`src/rtl/dir_pkg.sv`:
```
package dir_pkg;

    // Directory entry coherence state
    typedef enum logic [1:0] {
        D_UNC = 2'd0,
        D_SHR = 2'd1,
        D_EXC = 2'd2
    } dstate_e;

    // Incoming request kinds (port encoding)
    typedef enum logic [1:0] {
        RQ_RD  = 2'd0,
        RQ_WR  = 2'd1,
        RQ_WB  = 2'd2,
        RQ_NOP = 2'd3
    } rqkind_e;

    // Outgoing message kinds (port encoding)
    typedef enum logic [1:0] {
        MS_DATA  = 2'd0,
        MS_INV   = 2'd1,
        MS_FETCH = 2'd2,
        MS_FINV  = 2'd3
    } mskind_e;

    // Transaction sequencer
    typedef enum logic [2:0] {
        SQ_IDLE = 3'd0,
        SQ_INV  = 3'd1,
        SQ_FET  = 3'd2,
        SQ_WAIT = 3'd3,
        SQ_RPL  = 3'd4
    } seq_e;

    function automatic int unsigned idx_width(input int unsigned n);
        return (n > 1) ? $clog2(n) : 1;
    endfunction

endpackage

```
`src/rtl/dir_pick.sv`:
```
module dir_pick #(
    parameter int N = 4,
    localparam int IW = dir_pkg::idx_width(N)
) (
    input  logic [N-1:0]  vec,
    output logic [N-1:0]  hot,
    output logic [IW-1:0] idx
);
    // seen[g] is set when any bit below g is set
    logic [N-1:0] seen;
    assign seen[0] = 1'b0;

    for (genvar g = 0; g < N; g++) begin : g_chain
        assign hot[g] = vec[g] & ~seen[g];
        if (g < N - 1) begin : g_nx
            assign seen[g+1] = seen[g] | vec[g];
        end
    end

    always_comb begin
        idx = '0;
        for (int i = 0; i < N; i++) begin
            if (hot[i]) idx = idx | IW'(i);
        end
    end
endmodule

```
`src/rtl/dir_store.sv`:
```
module dir_store
    import dir_pkg::*;
#(
    parameter int NPROC = 4,
    parameter int NBLK  = 8,
    parameter int DW    = 16,
    localparam int AW = idx_width(NBLK)
) (
    input  logic             clk,
    input  logic             rst,
    input  logic [AW-1:0]    addr,
    output dstate_e          rd_state,
    output logic [NPROC-1:0] rd_shr,
    output logic [DW-1:0]    rd_data,
    input  logic             we,
    input  dstate_e          wstate,
    input  logic [NPROC-1:0] wshr,
    input  logic             mwe,
    input  logic [DW-1:0]    mdata
);
    dstate_e          st  [NBLK];
    logic [NPROC-1:0] shr [NBLK];
    logic [DW-1:0]    mem [NBLK];

    assign rd_state = st[addr];
    assign rd_shr   = shr[addr];
    assign rd_data  = mem[addr];

    always_ff @(posedge clk) begin
        if (rst) begin
            for (int i = 0; i < NBLK; i++) begin
                st[i]  <= D_UNC;
                shr[i] <= '0;
                mem[i] <= DW'(i);
            end
        end else begin
            if (we) begin
                st[addr]  <= wstate;
                shr[addr] <= wshr;
            end
            if (mwe) mem[addr] <= mdata;
        end
    end

    // Entry invariants on the looked-up block
    assert_excl_single_R6: assert property (@(posedge clk) disable iff (rst)
        rd_state == D_EXC |-> $countones(rd_shr) == 1);
    assert_unc_empty_R7: assert property (@(posedge clk) disable iff (rst)
        rd_state == D_UNC |-> rd_shr == '0);
    assert_shr_nonempty_R2: assert property (@(posedge clk) disable iff (rst)
        rd_state == D_SHR |-> rd_shr != '0);
endmodule

```
`src/rtl/dir_home_ctrl.sv`:
```
module dir_home_ctrl
    import dir_pkg::*;
#(
    parameter int NPROC = 4,
    parameter int NBLK  = 8,
    parameter int DW    = 16,
    localparam int PW = idx_width(NPROC),
    localparam int AW = idx_width(NBLK)
) (
    input  logic          clk,
    input  logic          rst,
    input  logic          req_valid,
    output logic          req_ready,
    input  logic [1:0]    req_kind,
    input  logic [PW-1:0] req_src,
    input  logic [AW-1:0] req_addr,
    input  logic [DW-1:0] req_data,
    input  logic          fd_valid,
    output logic          fd_ready,
    input  logic [DW-1:0] fd_data,
    output logic          out_valid,
    input  logic          out_ready,
    output logic [1:0]    out_kind,
    output logic [PW-1:0] out_dest,
    output logic [AW-1:0] out_addr,
    output logic [DW-1:0] out_data
);
    seq_e             seq;
    rqkind_e          cur_kind;
    logic [PW-1:0]    cur_src;
    logic [AW-1:0]    cur_addr;
    logic [PW-1:0]    owner;
    logic [NPROC-1:0] pend;
    logic [DW-1:0]    rdata;

    // directory lookup / update
    logic [AW-1:0]    s_addr;
    dstate_e          rd_state;
    logic [NPROC-1:0] rd_shr;
    logic [DW-1:0]    rd_data;
    logic             t_we, m_we;
    dstate_e          t_state;
    logic [NPROC-1:0] t_shr;
    logic [DW-1:0]    m_wdata;

    // lowest-sharer picker
    logic [NPROC-1:0] p_in, p_hot;
    logic [PW-1:0]    p_idx;

    logic             accept, fd_take;
    logic [NPROC-1:0] src_bit, cur_bit, others;

    assign req_ready = (seq == SQ_IDLE);
    assign fd_ready  = (seq == SQ_WAIT);
    assign accept    = req_valid & req_ready;
    assign fd_take   = fd_valid & fd_ready;
    assign src_bit   = NPROC'(1) << req_src;
    assign cur_bit   = NPROC'(1) << cur_src;
    assign others    = rd_shr & ~src_bit;
    assign s_addr    = (seq == SQ_IDLE) ? req_addr : cur_addr;
    assign p_in      = (seq == SQ_INV) ? pend : rd_shr;

    dir_store #(.NPROC(NPROC), .NBLK(NBLK), .DW(DW)) u_store (
        .clk      (clk),
        .rst      (rst),
        .addr     (s_addr),
        .rd_state (rd_state),
        .rd_shr   (rd_shr),
        .rd_data  (rd_data),
        .we       (t_we),
        .wstate   (t_state),
        .wshr     (t_shr),
        .mwe      (m_we),
        .mdata    (m_wdata)
    );

    dir_pick #(.N(NPROC)) u_pick (
        .vec (p_in),
        .hot (p_hot),
        .idx (p_idx)
    );

    // Directory and memory update decisions
    always_comb begin
        t_we    = 1'b0;
        t_state = rd_state;
        t_shr   = rd_shr;
        m_we    = 1'b0;
        m_wdata = fd_data;
        if (accept) begin
            unique case (rqkind_e'(req_kind))
                RQ_RD: if (rd_state != D_EXC) begin
                    t_we    = 1'b1;
                    t_state = D_SHR;
                    t_shr   = rd_shr | src_bit;
                end
                RQ_WR: if (rd_state != D_EXC) begin
                    t_we    = 1'b1;
                    t_state = D_EXC;
                    t_shr   = src_bit;
                end
                RQ_WB: if (rd_state == D_EXC && rd_shr == src_bit) begin
                    t_we    = 1'b1;
                    t_state = D_UNC;
                    t_shr   = '0;
                    m_we    = 1'b1;
                    m_wdata = req_data;
                end
                default: ;
            endcase
        end else if (fd_take) begin
            t_we = 1'b1;
            m_we = 1'b1;
            if (cur_kind == RQ_WR) begin
                t_state = D_EXC;
                t_shr   = cur_bit;
            end else begin
                t_state = D_SHR;
                t_shr   = rd_shr | cur_bit;
            end
        end
    end

    // Transaction sequencer
    always_ff @(posedge clk) begin
        if (rst) begin
            seq      <= SQ_IDLE;
            cur_kind <= RQ_NOP;
            cur_src  <= '0;
            cur_addr <= '0;
            owner    <= '0;
            pend     <= '0;
            rdata    <= '0;
        end else begin
            unique case (seq)
                SQ_IDLE: if (accept) begin
                    cur_kind <= rqkind_e'(req_kind);
                    cur_src  <= req_src;
                    cur_addr <= req_addr;
                    rdata    <= rd_data;
                    owner    <= p_idx;
                    if (req_kind == RQ_RD || req_kind == RQ_WR) begin
                        if (rd_state == D_EXC)
                            seq <= SQ_FET;
                        else if (req_kind == RQ_WR && rd_state == D_SHR && others != '0) begin
                            pend <= others;
                            seq  <= SQ_INV;
                        end else
                            seq <= SQ_RPL;
                    end
                end
                SQ_INV: if (out_ready) begin
                    pend <= pend & ~p_hot;
                    if ((pend & ~p_hot) == '0) seq <= SQ_RPL;
                end
                SQ_FET:  if (out_ready) seq <= SQ_WAIT;
                SQ_WAIT: if (fd_valid) begin
                    rdata <= fd_data;
                    seq   <= SQ_RPL;
                end
                SQ_RPL:  if (out_ready) seq <= SQ_IDLE;
                default: seq <= SQ_IDLE;
            endcase
        end
    end

    // Outgoing message
    always_comb begin
        out_valid = 1'b0;
        out_kind  = MS_DATA;
        out_dest  = cur_src;
        out_addr  = cur_addr;
        out_data  = '0;
        unique case (seq)
            SQ_INV: begin
                out_valid = 1'b1;
                out_kind  = MS_INV;
                out_dest  = p_idx;
            end
            SQ_FET: begin
                out_valid = 1'b1;
                out_kind  = (cur_kind == RQ_WR) ? MS_FINV : MS_FETCH;
                out_dest  = owner;
            end
            SQ_RPL: begin
                out_valid = 1'b1;
                out_data  = rdata;
            end
            default: ;
        endcase
    end

    assert_msg_hold_R10: assert property (@(posedge clk) disable iff (rst)
        out_valid && !out_ready |=> out_valid &&
            $stable({out_kind, out_dest, out_addr, out_data}));
    assert_inv_ascend_R4: assert property (@(posedge clk) disable iff (rst)
        out_valid && out_ready && out_kind == MS_INV |=>
            !(out_valid && out_kind == MS_INV) || out_dest > $past(out_dest));
    assert_inv_skip_req_R4: assert property (@(posedge clk) disable iff (rst)
        out_valid && out_kind == MS_INV |-> out_dest != cur_src);
    assert_fetch_first_R9: assert property (@(posedge clk) disable iff (rst)
        $rose(fd_ready) |-> $past(out_valid && out_ready && out_kind[1]));
    assert_fwd_data_R5: assert property (@(posedge clk) disable iff (rst)
        fd_valid && fd_ready |=> out_valid && out_kind == MS_DATA &&
            out_data == $past(fd_data));
    assert_wb_silent_R7: assert property (@(posedge clk) disable iff (rst)
        req_valid && req_ready && req_kind == RQ_WB |=> req_ready && !out_valid);
endmodule

```
`config.mk`:
```
export PLATFORM = sky130hd
export DESIGN_NAME = dir_home_ctrl
export DESIGN_NICKNAME = d
export VERILOG_FILES = /design/src/rtl/dir_pkg.sv /design/src/rtl/dir_pick.sv /design/src/rtl/dir_store.sv /design/src/rtl/dir_home_ctrl.sv
export SDC_FILE = /design/constraint.sdc
export NUM_CORES = 1
export LEC_CHECK = 0
export BUFFER_PORTS_ARGS = -buffer_cell sky130_fd_sc_hd__buf_2
export CAP_MARGIN = 10
export CORE_MARGIN = 2
export CORE_UTILIZATION = 55
export CTS_CLUSTER_DIAMETER = 40
export DETAILED_ROUTE_END_ITERATION = 16
export PLACE_DENSITY_LB_ADDON = 0.25
export SKIP_CTS_REPAIR_TIMING = 1
export SLEW_MARGIN = 20
export SYNTH_ARGS = -nofsm -noshare
export SYNTH_HDL_FRONTEND = slang
export SYNTH_SLANG_ARGS = --single-unit
export TNS_END_PERCENT = 50
```
`constraint.sdc`:
```
create_clock -name clk -period 8.1 [get_ports clk]
set_input_delay 1.62 -clock clk [delete_from_list [all_inputs] [get_ports clk]]
set_output_delay 1.62 -clock clk [all_outputs]
set_load 0.005 [all_outputs]
```
==> flow_metrics.py, run 1 <==
metrics = {
    "worst_setup_path": {
        "cp_data_required_time_ns": 8.28,
        "crit_fanout": 21,
        "startpoint_type": "primary input",
        "worst_setup_path_end_kind": "flop",
        "worst-setup-path-type": "primary input to flop",
        "crit_arrival_ns": 6.09,
    },
    "timing": {
        "final.min_clock_period_ns": 5.91,
        "hold_viol": 0,
        "drv_slew": 0,
        "setup_viol": 0,
        "slew_headroom_pct": 31.5,
        "holdWs_ns": 0.449,
        "worstMarginPinSlew_ns": 1.03,
        "fin_skew_ns": 0.0126,
        "rsz0062_at_grt": "no",
        "tns_ns": 0,
        "fin_ws_ns": 2.19,
        "finalCritPeriodShare_pct": 73.0,
        "fmax_mhz": 169,
    },
    "cts": {
        "cts_tree": "built",
        "cts_buffers": 29,
        "h-tree-depth": 1,
        "clk_latency_ns": 0.56,
        "clock-sinks": 208,
        "clk_pin_slew_worst_paths_ns": 0.06,
        "clockRootBuffer": "clkbuf_16",
        "clockBufferDepth": 3,
    },
    "final_layout": {
        "fillCellCount": 1506,
        "final_net_count": 1094,
        "post-route-util_pct": 64.5,
        "num_antenna_cells": 0,
        "final_area_um2": 12100,
        "drive_gt1_share_pct": 24.4,
        "areaGrowthSynthToFinish_pct": 14.8,
    },
    "logic_synthesis": {
        "synth_seq_cells": 208,
        "synthCells": 981,
        "yosysWarnings": 0,
        "synth_area_per_cell_um2": 10.7,
        "syn_nets": 1030,
        "yosysSeqAreaShare_pct": 56.2,
        "synth_flop_cell": "edfxtp_1",
        "synth.distinct_cells": 67,
        "synth_edf_count": 176,
        "synthArstFlopShare_pct": 0,
        "netlist_area_um2": 10500,
    },
    "global_route": {
        "grt_use_total_pct": 30.2,
        "grt_first_pass_wirelength_mm": 46.5,
        "globalRouteOverflowTotal": 0,
        "grt_start_max_net_pins": 44,
        "first_global_vias": 7909,
        "antenna_found_initial": 0,
    },
    "drt": {
        "drc": 0,
        "drt_wl_total_mm": 30.3,
        "drtIter0Drc": 940,
        "viasPerCell": 6.35,
        "via_count": 8267,
        "postRouteAntennaNets": 0,
        "drtPass1Iterations": 7,
        "wl_per_cell_um": 23.3,
    },
    "pwr": {
        "pwr_density_cell_nw_per_um2": 332,
        "power_leakage_nw": 4.39,
        "vdd_drop_max_mv": 0.194,
    },
    "place": {
        "place_area_um2": 11100,
        "numPortBuffers": 69,
        "pre_cts_ws_ns": 1.70,
        "routabilityCongestion": 0.933,
        "post-dp-hpwl_mm": 20.1,
    },
    "floorplanning": {
        "dieArea_um2": 20300,
        "start_util_pct": 56.2,
        "rows": 50,
        "ios": 70,
        "coreArea_um2": 18800,
        "chipHeight_um": 142,
        "die_w_um": 142,
    },
    "flow_run": {
        "max_cap_violations": 0,
    },
    "min_path": {
        "min_path_type": "flop to flop",
    },
    "status": {
        "outcome": "finished clean",
    },
}
==> worst max-delay path, cell delays in order <==
cell and delay, ns:
buf_2 0.15, nor4b_1 0.51, or2_2 0.57, mux2_2 0.40, a22oi_1 0.20, o221a_2 0.27, ha_1 0.24, nor2_1 0.10
nand3_1 0.10, nor3_1 0.13, mux2_2 0.20, nand4_1 0.12, o21ai_1 0.13, buf_4 0.26, nand3_1 0.10, buf_4 0.25
nand2_1 0.71
==> cell type report <==
type                    instances  area [µm²]  share of cell area (%)
clock buffers                  31         753                    6.22
multi-input cells             700        4310                    35.6
clock inverters                22         253                    2.09
well taps                     234         293                    2.42
repair buffers                 92         518                    4.28
inverters                      14        55.1                   0.455
flip-flops and latches        208        5930                    48.9
==> cell usage after synthesis, types with 3 or more instances <==
library cell / instances / area share, %
o221a_2: 3 / 0.32
dfxtp_1: 32 / 6.1
a32o_1: 3 / 0.28
mux2_2: 5 / 0.53
buf_6: 3 / 0.32
mux2i_2: 7 / 0.91
inv_1: 13 / 0.46
buf_2: 11 / 0.52
a32oi_1: 5 / 0.42
o21ai_1: 3 / 0.14
and2_1: 18 / 1.1
nor2_2: 72 / 4.3
and3_1: 7 / 0.42
nand2b_1: 11 / 0.65
edfxtp_1: 176 / 50
nand2_1: 139 / 4.9
nor2b_1: 21 / 1.2
a22oi_1: 9 / 0.64
clkbuf_1: 33 / 1.2
mux2i_4: 10 / 2.1
o21ai_0: 22 / 1.0
nand4_1: 3 / 0.18
a22o_1: 4 / 0.33
o211ai_1: 9 / 0.64
a21o_1: 3 / 0.21
nor2_1: 108 / 3.8
a211o_1: 3 / 0.25
a21oi_1: 75 / 3.6
o22ai_1: 3 / 0.18
mux4_2: 8 / 1.7
mux2i_1: 21 / 2.0
nor3b_1: 6 / 0.43
buf_1: 9 / 0.32
ha_1: 5 / 0.59
a311oi_1: 3 / 0.25
nor3_1: 29 / 1.4
nand3_1: 23 / 1.1
nor4_1: 8 / 0.47
a221oi_1: 8 / 0.66
o221ai_1: 8 / 0.66
a211oi_1: 8 / 0.57
==> path summary, 6_finish.rpt <==
check                                    endpoint  cells after the start  slack, ns                  start
setup reg to reg  u_store.mem[7][0]$_SDFFCE_PN1P_                     17       2.26    seq[1]$_SDFFE_PP0P_
hold reg to reg             rdata[1]$_SDFFE_PP0P_                      2       0.45  rdata[1]$_SDFFE_PP0P_
hold / removal              rdata[1]$_SDFFE_PP0P_                      2       0.45  rdata[1]$_SDFFE_PP0P_
setup / recovery  u_store.mem[7][0]$_SDFFCE_PN1P_                     17       2.19            req_addr[2]
==> per-stage QoR <==
step           instances  power, mW
2_1_floorplan        981       2.25
3_3_place_gp        1248       2.70
4_1_cts             1301       4.00
5_1_grt             1301       4.19
3_5_place_dp        1248       2.71
6_report            1301       4.02
==> cell families (layout without fill, tap and decap cells) <==
kind of cell,Yosys count,in the layout,share of synthesized area [%]
DFF,208,208,56.2
muxes,52,52,7.43
buffers and inverters,73,159,3.19
xor gates and xnor gates,1,1,0.0831
adders and majority gates,6,6,0.688
AOI/OAI and AO/OA,184,184,11.5
and+or+nand+nor,457,457,20.9
==> cell usage in the layout, fill, tap and decap left out, types with 5 or more instances in the layout <==
cell type,n
nor2b_1,21
nand3_1,23
buf_4,23
mux2i_2,7
a32oi_1,5
edfxtp_1,176
and2_1,18
mux4_2,8
clkbuf_16,29
mux2i_1,20
dfxtp_1,32
and3_1,7
mux2i_4,11
nor3_1,29
a211oi_1,8
a21oi_1,75
buf_2,69
nor2_2,73
clkinvlp_4,8
mux2_2,5
nand2b_1,11
o211ai_1,9
nand2_1,139
nor4_1,8
a22oi_1,9
o21ai_0,22
ha_1,5
nor3b_1,5
a221oi_1,8
nor2_1,107
o221ai_1,8
inv_1,13
==> registers in the layout, summed over array words and instances (netlist names) <==
register and count:
cur_kind 2, cur_src 2, out_addr 3, owner 2, pend 4, rdata 16, seq 3, u_store.mem 128
u_store.shr 32, u_store.st 16
==> power breakdown <==
group	total (mW)	internal (mW)	switching (mW)	leakage, nW
combinational	1.42	0.465	0.957	1.88
sequential	1.31	1.24	0.0665	2.04
clock	1.29	0.782	0.511	0.471
==> metal layers <==
layer  wire length, µm  GRT usage [%]
met4               903           9.07
met3              2690           5.08
met2             14600           50.0
met5                 0              0
met1             12100           41.1
Power figures use the tool's default switching activity.
==> run 2: changes to the inputs <==
clock period = 4.8 ns   (was 8.1 ns; I/O delays follow)
==> run 2 against run 1 <==
Effect of this change:
- setup slack worse by 1.9 ns
- total power up 77%
- clock power up 84%
- sequential power up 66%
- final cell count up 3.5%
- non-clock buffer count up 42
- global-route usage up 1.2 points
- die area unchanged
- critical path type is now flop to flop
- critical endpoint is now u_store.mem[2][1]$_SDFFCE_PN1P_
- largest power group unchanged
==> flow_metrics.py, run 2 (same netlist as run 1, synthesis figures left out) <==
metrics = {
    "status": {
        "outcome": "finished clean",
    },
    "pwr": {
        "p_sw_mw": 2.55,
        "power.internal_mw": 4.56,
        "pwr_density_cell_nw_per_um2": 567,
        "clockPowerShare_pct": 33.3,
        "combPwrFrac_pct": 36.3,
        "p_sw_share_pct": 35.9,
        "total_power_mw": 7.12,
        "power_leakage_nw": 4.64,
        "seqPwrFrac_pct": 30.4,
        "vdd_drop_max_mv": 0.406,
    },
    "final_layout": {
        "areaGrowthSynthToFinish_pct": 19.0,
        "largest_register_ff_count": 128,
        "largest_register": "u_store.mem",
        "top_regs": "u_store.mem (128), u_store.shr (32)",
        "num_antenna_cells": 0,
        "final_net_count": 1137,
        "post-route-util_pct": 66.9,
        "final_cells": 1346,
        "fillCellCount": 1419,
        "drive_gt1_share_pct": 26.8,
        "multiInputGateArea_um2": 4310,
        "final_area_um2": 12500,
        "regArea_um2": 5930,
        "layout_common_cells": "edfxtp_1 (176), nand2_1 (137), nor2_1 (107)",
        "final_common_cell": "edfxtp_1",
    },
    "drt": {
        "via_count": 8545,
        "drc": 0,
        "postRouteAntennaNets": 0,
        "viasPerCell": 6.35,
        "wl_per_cell_um": 23.3,
        "top_layer": "met4",
        "drt-met1-wl_mm": 11.6,
        "wl_met3_mm": 2.97,
        "drtPass1Iterations": 5,
        "wl_met2_mm": 15.2,
        "drt_wl_total_mm": 31.4,
        "drtIter0Drc": 1006,
    },
    "worst_setup_path": {
        "crit_arrival_ns": 4.82,
        "worst_setup_path_end_kind": "flop",
        "r2r_cells": 16,
        "crit_start": "seq[2]$_SDFFE_PP0P_",
        "r2r_slack_ns": 0.25,
        "startpoint_type": "flop",
        "endpoint": "u_store.mem[2][1]$_SDFFCE_PN1P_",
        "r2r-end": "u_store.mem[2][1]$_SDFFCE_PN1P_",
        "r2r_start": "seq[2]$_SDFFE_PP0P_",
        "cp_data_required_time_ns": 5.07,
        "crit_fanout": 16,
        "worst-setup-path-type": "flop to flop",
    },
    "timing": {
        "worstMarginPinSlew_ns": 0.827,
        "final.min_clock_period_ns": 4.55,
        "fin_skew_ns": 0.0133,
        "drv_slew": 0,
        "slew_headroom_pct": 44.9,
        "fmax_mhz": 220,
        "finalCritPeriodShare_pct": 94.7,
        "fin_ws_ns": 0.253,
        "holdWs_ns": 0.448,
        "hold_viol": 0,
        "rsz0062_at_grt": "no",
        "setup_viol": 0,
        "tns_ns": 0,
    },
    "cts": {
        "clk_latency_ns": 0.54,
        "h-tree-depth": 1,
        "clockBufferDepth": 3,
        "clockRootBuffer": "clkbuf_16",
        "cts_tree": "built",
        "cts_buffers": 30,
        "clock-sinks": 208,
        "clk_pin_slew_worst_paths_ns": 0.05,
    },
    "floorplanning": {
        "die_w_um": 142,
        "dieArea_um2": 20300,
        "rows": 50,
        "chipHeight_um": 142,
        "ios": 70,
        "start_util_pct": 56.2,
        "coreArea_um2": 18800,
    },
    "global_route": {
        "grt_use_total_pct": 31.4,
        "first_global_vias": 8418,
        "globalRouteOverflowTotal": 0,
        "antenna_found_initial": 0,
        "grt_first_pass_wirelength_mm": 47.9,
        "grt_start_max_net_pins": 39,
    },
    "min_path": {
        "min-delay-start": "rdata[15]$_SDFFE_PP0P_",
        "min_path_type": "flop to flop",
    },
    "place": {
        "dpl.cell_count": 1290,
        "numPortBuffers": 69,
        "post-dp-hpwl_mm": 20.4,
        "pre_cts_ws_ns": 0.141,
        "routabilityCongestion": 0.896,
        "place_area_um2": 11500,
    },
    "flow_run": {
        "max_cap_violations": 0,
    },
}
run 2: cell count changes in the layout (fill, tap and decap cells not counted), sizes merged:
cell,change
clkinvlp,-3
inv,-4
buf,+42
bufinv,+4
clkbuf,+7
clkinv,-1
run 2: critical path, stage by stage (launching register included):
cell     delay, ns
dfxtp_1       0.30
or3_1         0.43
inv_4         0.14
mux2i_4       0.38
mux4_2        0.55
mux2_2        0.32
inv_1         0.11
ha_1          0.25
nor2_1        0.09
nand3_1       0.10
nor3_1        0.13
mux2_2        0.21
and3_1        0.19
and3_4        0.20
buf_12        0.22
mux2i_2       0.47
nand3_1       0.13
run 2: area by class of cell:
type | instances | area share (%)
tap | 234 | 2.33
multi-input combinational | 700 | 34.4
inverter | 14 | 0.439
clock buffer | 38 | 6.47
sequential | 208 | 47.2
timing repair buffer | 134 | 6.94
clock inverter | 18 | 2.21
run 2: how the worst min path moves through the flow:
stage / slack [ns] / to / cells past startpoint
2_1_floorplan: 0.43 / rdata[0]$_SDFFE_PP0P_ / 2
3_3_place_gp: 0.43 / rdata[5]$_SDFFE_PP0P_ / 2
3_5_place_dp: 0.44 / rdata[15]$_SDFFE_PP0P_ / 2
4_1_cts: 0.45 / rdata[15]$_SDFFE_PP0P_ / 2
5_1_grt: 0.48 / rdata[15]$_SDFFE_PP0P_ / 2
6_report: 0.45 / rdata[15]$_SDFFE_PP0P_ / 2
run 2: power groups by stage:
stage | clock network (mW) | registers [mW] | logic, mW
2_1_floorplan | 0 | 2.18 | 1.63
4_1_cts | 2.37 | 2.17 | 2.53
3_5_place_dp | 0 | 2.20 | 2.51
3_3_place_gp | 0 | 2.19 | 2.49
6_report | 2.37 | 2.17 | 2.58
5_1_grt | 2.45 | 2.18 | 2.76
run 2: metal layers:
metal / GRT usage [%] / vias to the layer above
li1: - / 3799
met1: 39.4 / 4114
met2: 52.7 / 512
met3: 5.59 / 120
met4: 15.3 / 0
met5: 0 / -
==> run 3: changes to the inputs <==
CTS_BUF_LIST = sky130_fd_sc_hd__clkbuf_16   (was unset)
==> run 3 against run 2 <==
Effect of this change:
- sequential power hardly changed
- combinational power is essentially flat
- utilization fell by 0.053 points
- final cell count unchanged
- register-to-register slack hardly changed
- critical path type unchanged
==> flow_metrics.py, run 3 (same netlist as run 1, synthesis figures left out) <==
metrics = {
    "status": {
        "outcome": "finished clean",
    },
    "drt": {
        "drtIter0Drc": 844,
        "viasPerCell": 6.31,
        "drtPass1Iterations": 5,
        "drc": 0,
        "wl_per_cell_um": 23.3,
        "postRouteAntennaNets": 0,
        "drt_wl_total_mm": 31.4,
        "via_count": 8494,
    },
    "timing": {
        "fin_skew_ns": 0.0140,
        "setup_viol": 0,
        "slew_headroom_pct": 44.3,
        "rsz0062_at_grt": "no",
        "worstMarginPinSlew_ns": 0.836,
        "fmax_mhz": 220,
        "finalCritPeriodShare_pct": 94.7,
        "fin_ws_ns": 0.256,
        "final.min_clock_period_ns": 4.54,
        "holdWs_ns": 0.446,
        "hold_viol": 0,
        "drv_slew": 0,
    },
    "worst_setup_path": {
        "r2r_slack_ns": 0.26,
        "startpoint_type": "flop",
        "r2r-end": "u_store.mem[2][1]$_SDFFCE_PN1P_",
        "worst-setup-path-type": "flop to flop",
        "crit_start": "seq[2]$_SDFFE_PP0P_",
        "r2r_cells": 16,
        "r2r_start": "seq[2]$_SDFFE_PP0P_",
        "crit_fanout": 16,
        "crit_arrival_ns": 4.81,
        "worst_setup_path_end_kind": "flop",
        "cp_data_required_time_ns": 5.07,
    },
    "floorplanning": {
        "start_util_pct": 56.2,
        "dieArea_um2": 20300,
        "rows": 50,
        "ios": 70,
        "die_w_um": 142,
        "chipHeight_um": 142,
        "coreArea_um2": 18800,
    },
    "min_path": {
        "min_path_cells": 2,
        "min-delay-start": "rdata[15]$_SDFFE_PP0P_",
        "whs_endpoint": "rdata[15]$_SDFFE_PP0P_",
        "min_path_type": "flop to flop",
    },
    "cts": {
        "clk_pin_slew_worst_paths_ns": 0.05,
        "cts_tree": "built",
        "clockRootBuffer": "clkbuf_16",
        "cts_buffers": 30,
        "h-tree-depth": 1,
        "clock-sinks": 208,
        "clockBufferDepth": 3,
        "clk_latency_ns": 0.54,
    },
    "pwr": {
        "pwr_density_cell_nw_per_um2": 566,
        "combPwrFrac_pct": 36.5,
        "seqPwrFrac_pct": 30.6,
        "total_power_mw": 7.09,
        "p_sw_mw": 2.56,
        "p_sw_share_pct": 36.0,
        "power_leakage_nw": 4.66,
        "clockPowerShare_pct": 33.0,
        "power.internal_mw": 4.54,
        "vdd_drop_max_mv": 0.407,
    },
    "final_layout": {
        "final_net_count": 1137,
        "areaGrowthSynthToFinish_pct": 18.9,
        "largest_register": "u_store.mem",
        "num_antenna_cells": 0,
        "largest_register_ff_count": 128,
        "multiInputGateArea_um2": 4310,
        "layout_common_cells": "edfxtp_1 (176), nand2_1 (137), nor2_1 (107)",
        "regArea_um2": 5930,
        "drive_gt1_share_pct": 26.7,
        "fillCellCount": 1423,
        "final_common_cell": "edfxtp_1",
        "top_regs": "u_store.mem (128), u_store.shr (32)",
    },
    "place": {
        "post-dp-hpwl_mm": 20.4,
        "numPortBuffers": 69,
        "pre_cts_ws_ns": 0.141,
        "routabilityCongestion": 0.896,
    },
    "global_route": {
        "globalRouteOverflowTotal": 0,
        "grt_use_total_pct": 31.3,
        "antenna_found_initial": 0,
        "first_global_vias": 8436,
        "grt_start_max_net_pins": 39,
        "grt_first_pass_wirelength_mm": 47.9,
    },
    "flow_run": {
        "max_cap_violations": 0,
    },
}
run 3: changes by cell type in the layout (fill, tap and decap cells not counted):
cell,previous run,this run
clkinv_1,3,4
clkbuf_1,6,0
clkbuf_8,1,0
inv_1,13,19
run 3: layout make-up:
cell class | instances | area share (%)
repair buffers | 134 | 6.95
clock buffers | 31 | 6.19
clock inverters | 25 | 2.42
inverters | 14 | 0.439
well taps | 234 | 2.34
multi-input cells | 700 | 34.4
flip-flops and latches | 208 | 47.3
run 3: critical path, cell delays in order, from the launching register on:
cell and delay, ns:
dfxtp_1 0.30, or3_1 0.43, inv_4 0.14, mux2i_4 0.37, mux4_2 0.55, mux2_2 0.32
inv_1 0.11, ha_1 0.25, nor2_1 0.09, nand3_1 0.10, nor3_1 0.13, mux2_2 0.21
and3_1 0.19, and3_4 0.20, buf_12 0.22, mux2i_2 0.47, nand3_1 0.14
run 3: power groups by stage:
stage          combinational [mW]  sequential, mW  clock, mW
6_report                     2.59            2.17       2.34
5_1_grt                      2.76            2.18       2.42
4_1_cts                      2.53            2.17       2.34
3_5_place_dp                 2.51            2.20          0
3_3_place_gp                 2.49            2.19          0
2_1_floorplan                1.63            2.18          0
run 3: metal layers:
metal | up-vias | part of all wire (%) | track usage, %
li1 | 3802 | - | -
met3 | 120 | 9.3 | 5.38
met4 | 0 | 5.2 | 15.3
met1 | 4062 | 37 | 39.4
met5 | - | 0 | 0
met2 | 510 | 49 | 52.8
run 3: through the flow:
stage	cell area [µm²]	std cells	util, %	setup TNS, ns
finish	12500	1346	66.8	0
global route	12500	1346	66.8	0
CTS	12500	1346	66.8	0
detailed placement	11500	1290	61.0	0
global placement	11500	1290	61.0	0
floorplan	10600	981	-	-1.43
run 3: worst max path at each step:
stage                                                  to  slack, ns  depth (start not counted)
final                     u_store.mem[2][1]$_SDFFCE_PN1P_       0.26                         16
after global routing      u_store.mem[5][0]$_SDFFCE_PN1P_       0.03                         16
after CTS                 u_store.mem[2][1]$_SDFFCE_PN1P_       0.24                         16
after detailed placement  u_store.mem[2][1]$_SDFFCE_PN1P_       0.14                         16
after global placement    u_store.mem[2][1]$_SDFFCE_PN1P_       0.22                         16
after floorplan           u_store.mem[6][0]$_SDFFCE_PN0P_      -0.05                         16
